File: config.mk
export PLATFORM = sky130hd
export DESIGN_NAME = lot_occupancy_counter
export DESIGN_NICKNAME = d
export VERILOG_FILES = /design/src/rtl/lot_occ_pkg.sv /design/src/rtl/lot_seq_fsm.sv /design/src/rtl/lot_occ_counter.sv /design/src/rtl/lot_occupancy_counter.sv
export SDC_FILE = /design/constraint.sdc
export NUM_CORES = 1
export LEC_CHECK = 0
export ABC_AREA = 0
export BUFFER_PORTS_ARGS = -buffer_cell sky130_fd_sc_hd__buf_4
export CAP_MARGIN = 15
export CORE_UTILIZATION = 25
export CTS_BUF_LIST = sky130_fd_sc_hd__clkbuf_4
export CTS_CLUSTER_DIAMETER = 60
export DETAILED_ROUTE_END_ITERATION = 8
export PLACE_DENSITY_LB_ADDON = 0.3
export SYNTH_ARGS = -nofsm -noshare
export SYNTH_HDL_FRONTEND = slang
export SYNTH_SLANG_ARGS = --single-unit
File: constraint.sdc
create_clock -name clk -period 3.2 [get_ports clk]
set_input_delay 0.48 -clock clk [delete_from_list [all_inputs] [get_ports clk]]
set_output_delay 0.48 -clock clk [all_outputs]
set_load 0.01 [all_outputs]
File: src/rtl/lot_occ_pkg.sv
package lot_occ_pkg;

  // Sensor code {A,B}; 1 = beam blocked
  localparam logic [1:0] CODE_CLEAR = 2'b00;
  localparam logic [1:0] CODE_A     = 2'b10;
  localparam logic [1:0] CODE_B     = 2'b01;
  localparam logic [1:0] CODE_AB    = 2'b11;

  typedef enum logic [2:0] {
    ST_IDLE   = 3'd0,  // armed, beams clear
    ST_IN_A   = 3'd1,  // inward, street beam only
    ST_IN_AB  = 3'd2,  // inward, both beams
    ST_IN_B   = 3'd3,  // inward, lot beam only
    ST_OUT_B  = 3'd4,  // outward, lot beam only
    ST_OUT_AB = 3'd5,  // outward, both beams
    ST_OUT_A  = 3'd6,  // outward, street beam only
    ST_WAIT0  = 3'd7   // sequence broken, wait for clear
  } lot_state_e;

endpackage

File: src/rtl/lot_seq_fsm.sv
module lot_seq_fsm
  import lot_occ_pkg::*;
(
  input  logic       clk,
  input  logic       rst_n,
  input  logic [1:0] code,
  output logic       step_en,
  output logic       step_up
);

  lot_state_e state, state_nx;

  always_ff @(posedge clk or negedge rst_n) begin
    if (!rst_n) state <= ST_IDLE;
    else        state <= state_nx;
  end

  always_comb begin
    state_nx = state;
    step_en  = 1'b0;
    step_up  = 1'b0;
    unique case (state)
      ST_IDLE: begin
        unique case (code)
          CODE_CLEAR: state_nx = ST_IDLE;
          CODE_A:     state_nx = ST_IN_A;
          CODE_B:     state_nx = ST_OUT_B;
          CODE_AB:    state_nx = ST_WAIT0;
        endcase
      end
      ST_IN_A: begin
        unique case (code)
          CODE_CLEAR: state_nx = ST_IDLE;
          CODE_A:     state_nx = ST_IN_A;
          CODE_AB:    state_nx = ST_IN_AB;
          CODE_B:     state_nx = ST_WAIT0;
        endcase
      end
      ST_IN_AB: begin
        unique case (code)
          CODE_CLEAR: state_nx = ST_IDLE;
          CODE_AB:    state_nx = ST_IN_AB;
          CODE_B:     state_nx = ST_IN_B;
          CODE_A:     state_nx = ST_IN_A;
        endcase
      end
      ST_IN_B: begin
        unique case (code)
          CODE_CLEAR: begin
            state_nx = ST_IDLE;
            step_en  = 1'b1;
            step_up  = 1'b1;
          end
          CODE_B:     state_nx = ST_IN_B;
          CODE_AB:    state_nx = ST_IN_AB;
          CODE_A:     state_nx = ST_WAIT0;
        endcase
      end
      ST_OUT_B: begin
        unique case (code)
          CODE_CLEAR: state_nx = ST_IDLE;
          CODE_B:     state_nx = ST_OUT_B;
          CODE_AB:    state_nx = ST_OUT_AB;
          CODE_A:     state_nx = ST_WAIT0;
        endcase
      end
      ST_OUT_AB: begin
        unique case (code)
          CODE_CLEAR: state_nx = ST_IDLE;
          CODE_AB:    state_nx = ST_OUT_AB;
          CODE_A:     state_nx = ST_OUT_A;
          CODE_B:     state_nx = ST_OUT_B;
        endcase
      end
      ST_OUT_A: begin
        unique case (code)
          CODE_CLEAR: begin
            state_nx = ST_IDLE;
            step_en  = 1'b1;
            step_up  = 1'b0;
          end
          CODE_A:     state_nx = ST_OUT_A;
          CODE_AB:    state_nx = ST_OUT_AB;
          CODE_B:     state_nx = ST_WAIT0;
        endcase
      end
      ST_WAIT0: begin
        if (code == CODE_CLEAR) state_nx = ST_IDLE;
      end
      default: state_nx = ST_IDLE;
    endcase
  end

  // an upward step follows a cycle that sampled the lot-side-only code
  p_up_after_b_r2: assert property (@(posedge clk) disable iff (!rst_n)
    (step_en && step_up) |-> ($past(code) == CODE_B));

  // a downward step follows a cycle that sampled the street-side-only code
  p_down_after_a_r3: assert property (@(posedge clk) disable iff (!rst_n)
    (step_en && !step_up) |-> ($past(code) == CODE_A));

  // a completed crossing always leaves the tracker idle
  p_idle_after_step_r5: assert property (@(posedge clk) disable iff (!rst_n)
    step_en |=> (state == ST_IDLE));

  // a broken sequence is held until the beams clear
  p_wait_holds_r7: assert property (@(posedge clk) disable iff (!rst_n)
    ((state == ST_WAIT0) && (code != CODE_CLEAR)) |=> (state == ST_WAIT0) && !step_en);

endmodule

File: src/rtl/lot_occ_counter.sv
module lot_occ_counter #(
  parameter int CNT_W = 10
) (
  input  logic             clk,
  input  logic             rst_n,
  input  logic             step_en,
  input  logic             step_up,
  output logic [CNT_W-1:0] count
);

  localparam logic [CNT_W-1:0] CNT_MAX = {CNT_W{1'b1}};
  localparam logic [CNT_W-1:0] CNT_MIN = '0;

  logic at_max, at_min;
  assign at_max = (count == CNT_MAX);
  assign at_min = (count == CNT_MIN);

  always_ff @(posedge clk or negedge rst_n) begin
    if (!rst_n) begin
      count <= CNT_MIN;
    end else if (step_en) begin
      if (step_up && !at_max)       count <= count + 1'b1;
      else if (!step_up && !at_min) count <= count - 1'b1;
    end
  end

  // a change of the count is always a single unit
  p_unit_change_r10: assert property (@(posedge clk) disable iff (!rst_n)
    (count != $past(count)) |->
      ((count == $past(count) + 1'b1) || (count == $past(count) - 1'b1)));

  // without a step request the count holds
  p_hold_idle_r10: assert property (@(posedge clk) disable iff (!rst_n)
    !step_en |=> $stable(count));

  // no wrap above the top
  p_no_overflow_r8: assert property (@(posedge clk) disable iff (!rst_n)
    (step_en && step_up && (count == CNT_MAX)) |=> (count == CNT_MAX));

  // no wrap below zero
  p_no_underflow_r9: assert property (@(posedge clk) disable iff (!rst_n)
    (step_en && !step_up && (count == CNT_MIN)) |=> (count == CNT_MIN));

endmodule

File: src/rtl/lot_occupancy_counter.sv
module lot_occupancy_counter #(
  parameter int CNT_W = 10
) (
  input  logic             clk,
  input  logic             rst_n,
  input  logic             beam_a,
  input  logic             beam_b,
  output logic [CNT_W-1:0] occupancy
);

  logic [1:0] code;
  logic       step_en;
  logic       step_up;

  assign code = {beam_a, beam_b};

  lot_seq_fsm u_seq (
    .clk     (clk),
    .rst_n   (rst_n),
    .code    (code),
    .step_en (step_en),
    .step_up (step_up)
  );

  lot_occ_counter #(.CNT_W(CNT_W)) u_cnt (
    .clk     (clk),
    .rst_n   (rst_n),
    .step_en (step_en),
    .step_up (step_up),
    .count   (occupancy)
  );

  // the count is zero whenever reset is applied
  p_reset_zero_r1: assert property (@(posedge clk) !rst_n |-> (occupancy == '0));

endmodule

After elaboration in Yosys (flattened, before gate mapping)
Cells that the tools add are included.

Flip-flop bits (word level): 13. Bits of input ports: 4.

Add/subtract/negate cells: 2. Equality and inequality tests: 12. Multiplexer cells: 14. Reductions and logical operators: 11.

Operators with widths (number): case mux 3 bit (4 select lines) (7); case mux 3 bit (8 select lines) (1); 2-to-1 mux 10 bit (2); equality test 3 bit, second input constant (4); adder 10 x 1 -> 10 bit, second input constant (1); equality test 10 bit, second input constant (1); zero test 10 bit (1); subtractor 10 x 1 -> 10 bit, second input constant (1); equality test 3 x 2 -> 1 bit, second input constant (2); equality test 2 bit, second input constant (2); equality test 3 x 1 -> 1 bit, second input constant (1); zero test 1 bit (3); zero test 3 bit (1); 2-to-1 mux 1 bit (3); 2-to-1 mux 3 bit (1); equality test 2 x 1 -> 1 bit, second input constant (1); logical AND 1 bit (2); zero test 2 bit (1); inequality test 2 x 1 -> 1 bit, second input constant (1); AND reduction 2 bit (1); nonzero test 2 bit (1); OR reduction 2 bit (1).

Logic depth before layout (Yosys ltp)
Gate-level depths: netlist of the first run.

Depth in word-level cells: 7. Depth in mapped cells: 12.

Modules after synthesis
Synthesis of the first run repeated with hierarchy kept, for this count alone.

Cells, all modules: 118. Area total of the unflattened synthesis: 1124.8 sq um.

By module, submodules not included: lot_occ_counter (instances 1, cells each 79, area an instance 793.3 sq um); lot_seq_fsm (instances 1, cells each 39, area an instance 331.6 sq um).

Worst setup path after synthesis of the first run
Ideal clock, no wire load.

Kind: flip-flop to flip-flop. Start: reg u_cnt.count[0]. End: reg u_cnt.count[8]. Arrival: 2788 ps. Data required time: 3075 ps. Slack: 287 ps. Stages on the path, launching flop included: 12. Path buffers: 0. Cell sequence: dfrtp_1 nand4_1 o311ai_0 nor2_1 inv_1 ha_1 a211oi_2 nor2_1 a311o_1 a21oi_2 xnor2_1 mux2_4.

Word-level cells in the longest chain between the ends: 5. Elaborated cells between the ends (all ways): 12. Classes of those cells: add/sub: 2; eq/ne: 1; mux: 2; reduce/logical: 7.

Ends and longest elaborated chain: start, declared (line lot_occ_counter.sv:8) `output logic [CNT_W-1:0] count`; start signal, assigned (line lot_occ_counter.sv:22) `if (step_up && !at_max) count <= count + 1'b1;`; start signal, assigned (line lot_occ_counter.sv:23) `else if (!step_up && !at_min) count <= count - 1'b1;`; parallel branches: the longest is 5 deep, another holds subtractor 10 x 1 -> 10 bit.

Parallel ways; which one is timed is not known. The select of a mux whose other input is x is not followed. A chain may end at the register's enable or synchronous reset.

Final worst setup path of the first run
Start: reg u_cnt.count[6]. End: reg u_cnt.count[8].

The elaborated chain is that of the path after synthesis.

==> results summary, run 1 <==
The worst setup path is launched from a flip-flop. Headroom to the max-slew limit came out at a little under three fifths. The peak fanout along the critical path is 5.

The most used flip-flop cell after synthesis is sky130_fd_sc_hd__dfrtp_1. The number of warnings printed during yosys synthesis came out at 0. The data arrival time of the critical path is 3.05 ns. The clock network latency to the later pin of the worst-skew pair is around 0.29 ns. After synthesis, the cell types taking the most area are sky130_fd_sc_hd__dfrtp_1 (29%), sky130_fd_sc_hd__ha_1 (17%), sky130_fd_sc_hd__mux2_2 (6.0%). The number of buffers and inverters on the critical path is 1. By startpoint and endpoint, the worst setup path is classified as flip-flop to flip-flop. The synthesized design spends more area on one cell type than any other, namely sky130_fd_sc_hd__dfrtp_1. The slack of the worst reg-to-reg path came out at between 0.3 and 0.4 ns. The via count of the first global-routing pass came out at between 900 and 1000.

The minimum period implied by the final worst setup slack came out at roughly 2.9 ns. The cell area after layout is ~0.0014 mm^2. The path class of the tightest hold or removal check is input port to async pin. The cell area after placement came out at about 0.0013 mm^2.

The total area of multi-input combinational cells came out at 763 um^2. Buffers added to address setup during post-CTS repair amount to 0. After clock tree synthesis, the clock-pin slew on the worst setup and hold paths is 0.09 ns. The area growth from synthesis to layout is 20.5%.

In this design, the largest share of critical-path delay is due to compound AO/OA/AOI/OAI gates. Traced cell by cell, the critical path runs through nand4_1 -> o311ai_1 -> nor2_1 -> inv_1 -> ha_1 -> a211oi_2 -> nor2_1 -> a311o_1 -> a21oi_2 -> xnor2_1 -> mux2_4. The worst reg-to-reg path cell count is 11. The cell with the biggest individual delay on the critical path is sky130_fd_sc_hd__dfrtp_1. At the pin with the least slew margin, the transition time is 0.649 ns. Detailed placement finished with a half-perimeter wire length of just under 2000 um. The number of unique standard cell types used by synthesis came out at 37. The register bit total from synthesis is 13. Synthesis produced a netlist whose cell count is ~120. The level count of the clock H-tree came out at 1. The setup TNS came out at 0 ns. The run finished with clean final reports.

The capturing element type of the critical path is a flip-flop. The cell sitting at the root of the clock tree is a sky130_fd_sc_hd__clkbuf_4. Of all flip-flops after synthesis, the portion carrying an async set or reset was between 90% and 100%.

The number of instances resized during post-cts repair came out at 0. The initial antenna violation count came out at 0. The pre-CTS setup slack came out at 0.113 ns. The number of max-capacitance violations reported is 0. The library cell used most frequently in the layout, excluding fill and tap cells, is sky130_fd_sc_hd__buf_4. In the global route stage, overall resource usage came out at ~11%. Hold repair after CTS inserted 0 buffers. After detailed routing, the average wire length per cell comes to ~14 um. The post-synthesis cell area came out at ~0.0011 mm^2. Measured along the x axis, the die boundary spans 69.2 um. Setup violations remaining at the end of the flow were counted as 0. The share of layout cells above drive strength 1 is a little over a quarter.

The total I/O pin count came out at 14. The first global-routing pass estimated around 4400 um of wire. The worst slack on hold paths came out at 0.0205 ns. The aggregate routed wire length is between 2000 and 3000 um.

The maximum buffer depth of the clock tree is 2. The area enclosed by the die boundary is roughly 0.0048 mm^2. In this run, the number of DRC markers left after iteration 0 of detailed routing was 28.

Using the TritonRoute via totals, the vias-per-cell ratio works out to just over 5. Between clock sinks in the finished design, the worst skew comes to between 0.009 and 0.01 ns. The maximum ir drop on the vdd rail came out at roughly 0.37 mV. Once the floorplan was initialized, standard cells occupied between 20% and 30% of the core. The post-layout net count is ~160. The TritonCTS buffer count came out at 3.

The routability congestion estimate from global placement came out at roughly 0.88. The worst register-to-register path ends at u_cnt.count[8]. The CTS sink count came out at 13. Setup repair after global routing left no endpoint under its margin.

The final core utilization is 31.2%. The maximum number of pins on one net before global-route repair is 14. The site row count came out at 24. TritonCTS built the clock tree. The delay of the slowest critical-path stage is between 0.4 and 0.5 ns. The power after layout is roughly 1.4 mW. The number of pins exceeding their max-slew limit in the final report came to 0. The final number of hold-violating endpoints came out at 0. Summing all flip-flop and latch instances after layout gives ~330 um^2. Counting flops with a built-in enable in the synthesized netlist gives 0. The fraction of the cycle the final worst path needs is about 90%. The analysis attributes to cell leakage a power of 0.597 nW. Dividing total power by cell area gives a power density of about 1000 mW/mm^2. The number of instances in the placed design came out at roughly 190. The worst register-to-register path begins at u_cnt.count[6]. When the netlist entered floorplanning its net count stood at 137. The filler cells instantiated in the layout total between 400 and 500. The number of nets with antenna violations after routing is 0.

After the flow finishes, the layout carries non-filler instances totaling 190. The height of the chip came out at roughly 70 um. The share of synthesized area occupied by flip-flops and latches is approximately 29%.

The most numerous cell type found on the critical path is sky130_fd_sc_hd__nor2_1. The area fraction of the dominant cell type after synthesis came out at between 20% and 30%. The number of port buffers is 13. The total area inside the core boundary comes to 0.00435 mm^2.

The mean cell area of the mapped netlist came out at between 9 and 10 um^2. The post-route worst setup slack is 0.330 ns. The library cells used most frequently in the layout, excluding fill and tap cells, are sky130_fd_sc_hd__buf_4 (20), sky130_fd_sc_hd__ha_1 (15), sky130_fd_sc_hd__dfrtp_1 (13). The first TritonRoute pass finished after 4 iterations. The total congestion overflow after global routing came out at 0. The worst endpoint required time is between 3 and 4 ns. The final routed DRC violation total came out at 0. The antenna diode count came out at 0. The total vias in the final route is 969. Static timing analysis puts the maximum clock frequency at 348 MHz.
## power breakdown
part           total [mW]  switching [mW]  internal (mW)  leakage (nW)
Combinational       0.939           0.459          0.480         0.422
Sequential          0.356           0.110          0.246         0.157
Clock               0.115          0.0581         0.0569        0.0184
## kinds of logic after synthesis
group,share of synthesized area [%]
multiplexers,11.1
AND/OR/NAND/NOR,11.8
XOR/XNOR,6.21
flip-flops,28.8
buffers and inverters,3.55
adder cells (fa/ha/maj),18.4
AO/OA/AOI/OAI,20.2
## layer usage
metal | vias to the layer above | global-route usage (%) | routed length, um
met3 | 9 | 2.03 | 94
met1 | 454 | 14.8 | 1160
li1 | 478 | - | -
met5 | - | 0 | 0
met4 | 0 | 5.44 | 64
met2 | 28 | 18.0 | 1270
## registers in the layout, summed over array words and instances, names as in the netlist
register	count
u_cnt.count	10
u_seq.state	3
## synthesized netlist by cell type (2+ instances only)
cell type	n
sky130_fd_sc_hd__a21oi_1	7
sky130_fd_sc_hd__xnor2_1	6
sky130_fd_sc_hd__a21oi_2	2
sky130_fd_sc_hd__dfrtp_1	13
sky130_fd_sc_hd__nor2b_1	2
sky130_fd_sc_hd__mux2i_1	2
sky130_fd_sc_hd__a21o_1	4
sky130_fd_sc_hd__nor4_1	3
sky130_fd_sc_hd__o21ai_0	5
sky130_fd_sc_hd__nand2_1	6
sky130_fd_sc_hd__inv_1	7
sky130_fd_sc_hd__xor2_1	2
sky130_fd_sc_hd__buf_2	2
sky130_fd_sc_hd__a211oi_1	2
sky130_fd_sc_hd__mux2_2	6
sky130_fd_sc_hd__nand4_1	2
sky130_fd_sc_hd__nand3_1	3
sky130_fd_sc_hd__ha_1	15
sky130_fd_sc_hd__nor2_1	10
## worst max-delay path by stage
stage,startpoint,to,cells past startpoint
6_report,u_cnt.count[6],u_cnt.count[8],11
3_5_place_dp,beam_a,u_cnt.count[8],13
2_1_floorplan,u_cnt.count[0],u_cnt.count[8],11
4_1_cts,u_cnt.count[6],u_cnt.count[8],11
3_3_place_gp,beam_a,u_cnt.count[8],13
5_1_grt,u_cnt.count[9],u_cnt.count[9],11
## worst register-to-register path, cell delays in order, from the launching register on
cell	delay, ns
sky130_fd_sc_hd__dfrtp_1	0.43
sky130_fd_sc_hd__nand4_1	0.13
sky130_fd_sc_hd__o311ai_1	0.38
sky130_fd_sc_hd__nor2_1	0.11
sky130_fd_sc_hd__inv_1	0.18
sky130_fd_sc_hd__ha_1	0.33
sky130_fd_sc_hd__a211oi_2	0.25
sky130_fd_sc_hd__nor2_1	0.11
sky130_fd_sc_hd__a311o_1	0.38
sky130_fd_sc_hd__a21oi_2	0.15
sky130_fd_sc_hd__xnor2_1	0.08
sky130_fd_sc_hd__mux2_4	0.25
## final cells by class
type,instances,share of cell area [%]
Clock buffer,4,2.21
Inverter,7,1.93
Multi-Input combinational cell,94,56.1
Sequential cell,13,23.9
Tap cell,52,4.78
Timing Repair Buffer,20,11.0
Note: power is estimated with default switching activity, not from simulation.
==> run 2: changes to the inputs <==
BUFFER_PORTS_ARGS = unset   (was -buffer_cell sky130_fd_sc_hd__buf_4)
CORE_ASPECT_RATIO = 1.1   (was unset)
DONT_BUFFER_PORTS = 1   (was unset)
==> run 2 against run 1 <==
Cell count fell by 3.2%. Fmax decreased by 0.51%. Worst hold slack better by 0.59 ns. Non-clock buffer count decreased by 8. Setup slack got worse by 0.015 ns. Critical path depth is the same. Register-to-register slack is essentially flat. Utilization shrank 1.0 points. First-iteration DRC count is 82% higher. Clock skew down 0.0062 ns. Clock power about the same.
==> results summary, run 2 (synthesis results as in run 1) <==
The run finished with clean final reports. The flip-flop count of the largest register after layout is 10 (unchanged). The area enclosed by the die boundary came out at 0.00479 mm^2 (about the same). The largest individual stage delay along the critical path comes from the cell sky130_fd_sc_hd__dfrtp_1. The global-route wire length before repair is 4460 um (+0.63%). The antenna diode count was 0 (unchanged). The number of max-capacitance violations reported came out at 0 (unchanged). The aggregate routed wire length is 2570 um (-0.85%). The total vias in the final route came out at 909 (-6.2%). The level count of the clock H-tree came out at 1 (unchanged). The final number of hold-violating endpoints came to 0 (unchanged). The final core utilization came out at 30.2% (-1.0 points). More flip-flops sit in one register than any other, and that register is u_cnt.count. The placed wire-length estimate after detailed placement is 1980 um (-0.42%). The final worst clock skew came out at 0.00367 ns (-0.00620 ns). The number of DRC markers after the initial detailed-route iteration came out at 51 (+82%). The clock root buffer master is sky130_fd_sc_hd__clkbuf_4. The cell area power density is 1040 mW/mm^2 (+0.11%). The layout-stage area growth over the synthesis result came out at 15.6%. STA classifies the critical path endpoint as a flip-flop. The site row count is 25 (+4.2%).

The delay of the slowest critical-path stage came to 0.37 ns (-0.06 ns). The most frequent cell on the critical path is sky130_fd_sc_hd__nor2_1. The initial antenna violation count is 0 (unchanged). The horizontal die dimension came out at 66.1 um (-4.5%). The setup TNS came out at 0 ns (unchanged). The final routed DRC violation total is 0 (unchanged).

The data arrival time of the critical path is 3.05 ns (about the same). The peak clock frequency supported by timing is 347 MHz (-0.51%). The critical path goes through nand4_1 -> o311ai_1 -> nor2_1 -> inv_1 -> ha_1 -> a211oi_2 -> nor2_1 -> a311o_1 -> a21oi_2 -> xnor2_1 -> mux2_4. The share of layout cells above drive strength 1 came out at 20.8% (-5.3 points). The worst endpoint required time is 3.37 ns (about the same). The total setup buffers inserted after CTS came out at 0 (unchanged). The critical path in this run is classified as flip-flop to flip-flop. The worst slew margin relative to its limit came out at 57.1% (+0.34 points).

The TritonCTS buffer count is 3 (unchanged). The via count of the first global-routing pass came out at 958 (+2.0%). The routability congestion estimate from global placement is 0.844 (-4.2%).

The count of TritonRoute iterations in the first routing pass is 4 (unchanged). The fraction of the cycle the final worst path needs came out at 90.1% (+0.46 points). The most common cell after layout, fill and taps aside is sky130_fd_sc_hd__ha_1. The clock network latency to the later pin of the worst-skew pair is 0.28 ns (about the same). The routed length per placed instance was 14.0 um (+2.4%). The largest registers in the layout are u_cnt.count x10, u_seq.state x3. The initial core utilization was 26.1% (+0.23 points).

The total congestion overflow after global routing is 0 (unchanged). The leakage dissipation was 0.558 nW (-6.5%). The maximum number of pins on one net before global-route repair came out at 14 (unchanged). The number of nets with antenna violations after routing came out at 0 (unchanged). The number of endpoints failing setup at the final stage came out at 0 (unchanged). The CTS sink count came out at 13 (unchanged). The number of port buffers is 0 (-13). The library cells used most frequently in the layout, excluding fill and tap cells, are sky130_fd_sc_hd__ha_1 (15), sky130_fd_sc_hd__dfrtp_1 (13), sky130_fd_sc_hd__buf_4 (11). Setup repair after global routing left no endpoint under its margin. The post-layout net count is 151 (-5.0%). The maximum ir drop on the vdd rail is 0.467 mV (+28%). The overall track demand over capacity in global routing is 12.1% (+0.75 points). The total I/O pin count came out at 14 (unchanged).

The peak fanout along the critical path was 9 (+4). The height of the chip came out at 72.5 um (+4.7%). TritonCTS built the clock tree. The maximum buffer depth of the clock tree is 2 (unchanged). In this run the worst hold path is classified as flip-flop to flip-flop.

The number of pins exceeding their max-slew limit in the final report came out at 0 (unchanged). The clock slew seen by the registers of the worst setup and hold paths came out at 0.08 ns (about the same). The minimum period implied by the final worst setup slack came out at 2.88 ns (+0.0146 ns). The slew of the pin with the lowest slew margin came out at 0.642 ns (-0.00723 ns). The area of the core region came out at 0.00432 mm^2 (-0.86%). The worst setup path is launched from a flip-flop. The number of vias per cell after detailed routing came out at 4.94 (-3.1%). The total of fill cells in the finished design came to 484 (+12%).
## run 2: cell types whose count changed in the layout (fill, tap and decap cells not counted)
cell                            previous run  this run
sky130_fd_sc_hd__dlygate4sd3_1             0         1
sky130_fd_sc_hd__buf_4                    20        11
## run 2: critical path, delay by kind of cell, from the launching register on
| kind | cells | cell delay [ns] |
|---|---|---|
| buffers and inverters | 1 | 0.26 |
| flip-flops | 1 | 0.37 |
| XOR/XNOR | 1 | 0.07 |
| AO/OA/AOI/OAI | 4 | 1.09 |
| adder cells (fa/ha/maj) | 1 | 0.37 |
| multiplexers | 1 | 0.25 |
| AND/OR/NAND/NOR | 3 | 0.36 |
## run 2: worst paths after layout
check	cells after the start	to	slack [ns]	from
hold reg to reg	2	u_cnt.count[0]	0.61	u_cnt.count[0]
setup / recovery	11	u_cnt.count[8]	0.32	u_cnt.count[7]
setup reg to reg	11	u_cnt.count[8]	0.32	u_cnt.count[7]
hold / removal	2	u_cnt.count[0]	0.61	u_cnt.count[0]
max in group asynchronous	1	u_cnt.count[1]	2.13	rst_n
min in group asynchronous	1	u_cnt.count[7]	0.66	rst_n
## run 2: metal layers
layer  share of wire (%)  GRT usage (%)
met5                   0              0
met4                0.58           2.13
met3                 4.7           3.30
met2                  50           21.7
met1                  45           14.4
## run 2: cell type report
class | count | area [um^2] | area share, %
Sequential cell | 13 | 325 | 24.9
Multi-Input combinational cell | 94 | 763 | 58.5
Inverter | 7 | 26.3 | 2.01
Timing Repair Buffer | 12 | 92.6 | 7.09
Tap cell | 54 | 67.6 | 5.18
Clock buffer | 4 | 30.0 | 2.30
## run 2: metrics by stage
step	setup slack, ns	instance area (um^2)	total power [mW]	hold WS (ns)	instances
after CTS	0.170	1310	1.37	0.623	184
final	0.316	1310	1.35	0.614	184
after floorplan	0.287	1130	1.00	0.184	117
after global placement	0.218	1260	1.24	0.185	179
after detailed placement	0.130	1260	1.24	0.185	179
after global routing	0.0735	1310	1.49	0.649	184
## run 2: power breakdown
part / total (mW) / switching (mW) / internal, mW
clock: 0.113 / 0.0560 / 0.0568
sequential: 0.327 / 0.0813 / 0.246
combinational: 0.914 / 0.468 / 0.446
total: 1.35 / 0.605 / 0.749
## run 2: timing repair
action	in CTS	in global routing
hold buffers	1	0
setup endpoints to repair	0	2
hold endpoints to repair	13	0
gates resized for setup	0	1
